--- src/rtl/gpio_bank32.sv ---
module gpio_bank32 #(
  parameter int ADDR_W   = 8,
  parameter int MASK_OFS = 128
) (
  input  logic              clk,
  input  logic              rst_n,
  input  logic              bus_wr,
  input  logic [ADDR_W-1:0] bus_addr,
  input  logic [31:0]       bus_wdata,
  output logic [31:0]       bus_rdata,
  input  logic [31:0]       pad_in,
  output logic [31:0]       pad_out,
  output logic [31:0]       pad_oe,
  output logic              irq
);
  localparam logic [ADDR_W-1:0] MOFS  = ADDR_W'(MASK_OFS);
  localparam logic [ADDR_W-1:0] SPAN  = ADDR_W'(128);

  logic [31:0] cnf, oe, outv, enb, sta, pol, edg, both;
  logic [31:0] s1, s, prv;
  logic [31:0] det, clr_bits, stw_bits, stw_val, sta_n;

  logic              masked, hit;
  logic [ADDR_W-1:0] off;
  logic [2:0]        grp;
  logic [1:0]        port;
  logic [4:0]        base;

  assign masked = bus_addr >= MOFS;
  assign off    = masked ? bus_addr - MOFS : bus_addr;
  assign grp    = off[6:4];
  assign port   = off[3:2];
  assign base   = {port, 3'b000};
  assign hit    = bus_wr && (off < SPAN);

  logic unused_ok;
  assign unused_ok = ^{bus_wdata[31:24], off[1:0]};

  function automatic logic [7:0] merge8(input logic [7:0] old, input logic [31:0] wd, input logic msk);
    return msk ? ((old & ~wd[15:8]) | (wd[7:0] & wd[15:8])) : wd[7:0];
  endfunction

  // detection on the synchronized copy
  logic [31:0] rise, fall, edge_hit, lvl_hit;
  assign rise     = s & ~prv;
  assign fall     = ~s & prv;
  assign edge_hit = (both & (rise | fall)) | (~both & ((pol & rise) | (~pol & fall)));
  assign lvl_hit  = ~(pol ^ s);
  assign det      = (edg & edge_hit) | (~edg & lvl_hit);

  assign clr_bits = (hit && !masked && grp == 3'd7) ? ({24'b0, bus_wdata[7:0]} << base) : 32'b0;
  assign stw_bits = (hit && masked && grp == 3'd4) ? ({24'b0, bus_wdata[15:8]} << base) : 32'b0;
  assign stw_val  = {24'b0, bus_wdata[7:0]} << base;
  assign sta_n    = ((((sta & ~stw_bits) | (stw_val & stw_bits)) & ~clr_bits)) | det;

  always_ff @(posedge clk or negedge rst_n) begin
    if (!rst_n) begin
      cnf <= '0; oe <= '0; outv <= '0; enb <= '0; sta <= '0;
      pol <= '0; edg <= '0; both <= '0;
      s1 <= '0; s <= '0; prv <= '0;
    end else begin
      s1  <= pad_in;
      s   <= s1;
      prv <= s;
      sta <= sta_n;
      if (hit) begin
        case (grp)
          3'd0: cnf[base +: 8]  <= merge8(cnf[base +: 8], bus_wdata, masked);
          3'd1: oe[base +: 8]   <= merge8(oe[base +: 8], bus_wdata, masked);
          3'd2: outv[base +: 8] <= merge8(outv[base +: 8], bus_wdata, masked);
          3'd5: enb[base +: 8]  <= merge8(enb[base +: 8], bus_wdata, masked);
          3'd6: begin
            if (masked) pol[base +: 8] <= merge8(pol[base +: 8], bus_wdata, 1'b1);
            else {both[base +: 8], edg[base +: 8], pol[base +: 8]} <= bus_wdata[23:0];
          end
          default: ;
        endcase
      end
    end
  end

  always_comb begin
    case (grp)
      3'd0:    bus_rdata = {24'b0, cnf[base +: 8]};
      3'd1:    bus_rdata = {24'b0, oe[base +: 8]};
      3'd2:    bus_rdata = {24'b0, outv[base +: 8]};
      3'd3:    bus_rdata = {24'b0, s[base +: 8]};
      3'd4:    bus_rdata = {24'b0, sta[base +: 8]};
      3'd5:    bus_rdata = {24'b0, enb[base +: 8]};
      3'd6:    bus_rdata = {8'b0, both[base +: 8], edg[base +: 8], pol[base +: 8]};
      default: bus_rdata = 32'b0;
    endcase
    if (off >= SPAN) bus_rdata = 32'b0;
  end

  assign pad_out = outv;
  assign pad_oe  = cnf & oe;
  assign irq     = |(sta & enb);
endmodule


--- config.mk ---
export PLATFORM = sky130hd
export DESIGN_NAME = gpio_bank32
export DESIGN_NICKNAME = d
export VERILOG_FILES = /design/src/rtl/gpio_bank32.sv
export SDC_FILE = /design/constraint.sdc
export NUM_CORES = 1
export LEC_CHECK = 0
export ABC_CLOCK_PERIOD_IN_PS = 3300
export BUFFER_PORTS_ARGS = -buffer_cell sky130_fd_sc_hd__buf_4
export CORE_ASPECT_RATIO = 0.9
export CORE_MARGIN = 2
export CORE_UTILIZATION = 51
export CTS_CLUSTER_DIAMETER = 100
export CTS_CLUSTER_SIZE = 12
export DETAILED_ROUTE_END_ITERATION = 8
export PLACE_DENSITY = 0.72
export SETUP_SLACK_MARGIN = 0.4
export SLEW_MARGIN = 10
export SYNTH_ARGS = -nofsm -noshare
export SYNTH_HDL_FRONTEND = slang
export SYNTH_SLANG_ARGS = --single-unit
--- constraint.sdc ---
create_clock -name clk -period 3.3 [get_ports clk]
set_clock_uncertainty 0.15 [all_clocks]
set_input_delay 0.99 -clock clk [delete_from_list [all_inputs] [get_ports clk]]
set_output_delay 0.99 -clock clk [all_outputs]
set_load 0.01 [all_outputs]
==> out/qor.txt <==
routed wirelength normalized by instance count -> 27.0 um
layout cells sized above 1 -> 0.276
total grt overflow -> 0
flop-to-flop setup slack -> 1260 ps
Cells after Synth -> 1,780
total of fill cells in the finished design -> 2,859
simple-gate share of the synthesized area -> 0.131
end point of the most critical hold path -> s[0]$_DFF_PN0_
initial standard-cell utilization of the core -> 0.518
TritonCTS clock tree -> built
setup repair after global routing missed its margin -> true
cell leakage power -> 10.3 nW
count of vias placed by the detailed router -> 16,800
Via density -> 6.64
startpoint types -> input port
run status -> complete, but fails checks
Post-DP HPWL -> 48,400 um
transition at the pin with the smallest max-transition slack -> 710 ps
hold buffer count at CTS -> 0
depth of the worst hold-timing path -> 0
clock network power share -> 0.367
total global-route track usage -> 0.355
r2r worst-path depth -> 4
most used cells in the layout excluding fill and tap cells -> 338 x sky130_fd_sc_hd__dfrtp_1, 307 x sky130_fd_sc_hd__nand2_1, 281 x sky130_fd_sc_hd__buf_4
layout overhead on the synthesized area -> 24.4%
peak ir drop on the vdd network -> 416 uV
smallest setup slack after layout -> -543 ps
Sw Pwr -> 2.75 mW
critical path class -> input port to output pin
post-route cell area -> 23,400 um^2
Iter 0 DRT Violations -> 2,318
Seq cells post-synth -> 352
first-pass GRT wire length -> 101,000 um
CTS root buffer -> sky130_fd_sc_hd__clkbuf_16
Critical Path Sink Type -> output pin
fin crit share -> 1.16
primary flip-flop cell chosen by synthesis mapping -> sky130_fd_sc_hd__dfrtp_1
crit-path max FO -> 6
count of nets left with antenna violations after detail routing -> 0
ys async rst share -> 1.00
Top-Level Pins -> 172
Cell Rows -> 66
count of buffers from port buffering -> 153
Peak Freq -> 0.260 GHz
power share of the sequential group -> 0.479
Top Layer Used -> met4
number of global-route vias before repair -> 16,600
met3 routed wirelength -> 8030 um
critical path data arrival time -> 2700 ps
Synth Cell Area -> 18,800 um^2
total power per unit cell area -> 424 nW/um^2
total cell area at the placement stage -> 21,500 um^2
CTS max path bufs -> 3
antenna violations before repair -> 1
maximum level of the CTS H-tree -> 2
length of the first detailed-routing pass in iterations -> 8
cell internal pwr -> 7.17 mW
fraction of the mapped netlist area in compound gates -> 0.179
final max-slew violation count -> 0
Adder-Cell Fraction of Synth Area -> 0.0453
Core Area -> 36,300 um^2
latest clock arrival within the worst-skew pair -> 550 ps
Die Area -> 38,400 um^2
number of maximum-capacitance violations -> 0
post-route met1 wirelength -> 26,400 um
XOR/XNOR Fraction of Synth Area -> 0.0149
worst endpoint required time -> 2160 ps
relative contribution of combinational cells to total power -> 0.154
number of setup violations in the final report -> 23
gpl congestion -> 1.00
endpoint of the lowest-slack register-to-register path -> pol[10]$_DFFE_PN0P_
violations in the final reports -> setup timing
clock net sink count -> 352
switching part of the total power -> 0.277
count of unresolved DRC violations after routing -> 0
commonest non-fill, non-tap cell in the layout -> sky130_fd_sc_hd__dfrtp_1
FF-to-FF Start -> pol[26]$_DFFE_PN0P_
Synth Warn # -> 0
horizontal die dimension -> 206 um
Fin. Hold Viols -> 0
clock buffer count from CTS -> 35
final setup TNS -> -4930 ps
fraction of synthesized area in multiplexers -> 0.114
Avg Inst Size Synth -> 10.6 um^2
largest net degree at the start of global routing -> 80
Die Span Y -> 186 um
number of flops mapped to enable cells by yosys -> 0
number of unique standard cell types used by synthesis -> 63
worst hold path class -> flip-flop to flip-flop
worst relative slew slack -> 0.525
sum of routed wire length over all layers -> 68,200 um
Hold Path Origin -> s1[0]$_DFF_PN0_
Clock Pin Slew Worst Setup and Hold Paths -> 60 ps
fin crit period -> 3840 ps
amount of wire on met2 after detailed routing -> 30,900 um
post-layout net count -> 2,197
sequential cell area fraction in the yosys report -> 0.469
main combinational cell family by area after synthesis -> compound AO/OA/AOI/OAI gates
cells by family (layout without fill, tap and decap cells):
kind of cell,Yosys count,after routing
compound gates,479,479
flops,352,352
simple gates,526,526
buf+inv,195,463
xor+xnor,32,32
other cells,1,9
mux,127,127
fa+ha+maj,68,68
through the flow:
stage	setup WS (ps)	cells	hold slack (ps)	power [mW]	util
finish	-543	2532	199	9.92	0.645
global route	-576	2531	205	10.3	0.645
CTS	-463	2513	201	9.86	0.635
detailed placement	-670	2459	188	6.17	0.594
global placement	-643	2459	182	6.12	0.594
floorplan	-165	1787	181	5.48	-
layout make-up:
type	instances	area, um^2	area share
clock inverter	1	8.76	0.000375
antenna	1	2.50	0.000107
inverter	75	285	0.0122
multi-input combinational	1240	9440	0.404
tap	476	596	0.0255
clock buffer	37	926	0.0396
sequential	352	8830	0.378
timing repair buffer	350	3290	0.141
power groups by stage:
stage / Combinational (mW) / Sequential [mW] / Clock (mW)
finish: 1.52 / 4.75 / 3.64
global route: 1.62 / 4.76 / 3.86
CTS: 1.45 / 4.74 / 3.67
detailed placement: 1.36 / 4.81 / 0
global placement: 1.32 / 4.80 / 0
floorplan: 0.751 / 4.73 / 0
Yosys cell counts, types with 34 or more instances:
| cell | count | share of area |
|---|---|---|
| sky130_fd_sc_hd__ha_1 | 68 | 0.045 |
| sky130_fd_sc_hd__o21ai_1 | 41 | 0.011 |
| sky130_fd_sc_hd__a21oi_1 | 34 | 0.0091 |
| sky130_fd_sc_hd__a31oi_1 | 34 | 0.011 |
| sky130_fd_sc_hd__dfrtp_1 | 352 | 0.47 |
| sky130_fd_sc_hd__mux2_2 | 45 | 0.027 |
| sky130_fd_sc_hd__inv_1 | 74 | 0.015 |
| sky130_fd_sc_hd__clkbuf_1 | 64 | 0.013 |
| sky130_fd_sc_hd__nor2_1 | 37 | 0.0074 |
| sky130_fd_sc_hd__mux4_2 | 65 | 0.078 |
| sky130_fd_sc_hd__nand2_1 | 307 | 0.061 |
| sky130_fd_sc_hd__o21ai_0 | 56 | 0.015 |
| sky130_fd_sc_hd__o31ai_1 | 128 | 0.051 |
metal layers:
metal,track usage,vias to the layer above
li1,-,7092
met1,0.481,8338
met2,0.550,1140
met3,0.0833,245
met4,0.152,0
met5,0,-
flip-flops by register name, indices dropped and copies added, names as in the netlist:
signal,count
both,32
cnf,32
edg,32
enb,32
oe,32
pad_out,32
pol,32
prv,32
s1,32
s,32
sta,32
worst max-delay path, stage by stage:
cell and delay, ps:
sky130_fd_sc_hd__buf_8 110, sky130_fd_sc_hd__nor3b_4 190, sky130_fd_sc_hd__buf_6 200, sky130_fd_sc_hd__buf_6 120, sky130_fd_sc_hd__mux4_2 490, sky130_fd_sc_hd__a22oi_1 160
sky130_fd_sc_hd__buf_4 170, sky130_fd_sc_hd__o2111ai_4 120, sky130_fd_sc_hd__buf_6 150
timing repair:
action,4_1_cts,5_1_grt
endpoints found under the setup margin,118,68
pin swaps,5,10
buffers inserted,12,17
resized for setup,86,55
gates cloned,4,1
how the worst max path moves through the flow:
stage	from	end	depth (start not counted)
detailed placement	bus_addr[2]	bus_rdata[7]	7
global route	bus_addr[4]	bus_rdata[4]	9
CTS	bus_addr[5]	bus_rdata[3]	7
floorplan	bus_addr[5]	bus_rdata[3]	6
finish	bus_addr[4]	bus_rdata[4]	9
global placement	bus_addr[2]	bus_rdata[7]	7
Note: power is estimated with default switching activity, not from simulation.
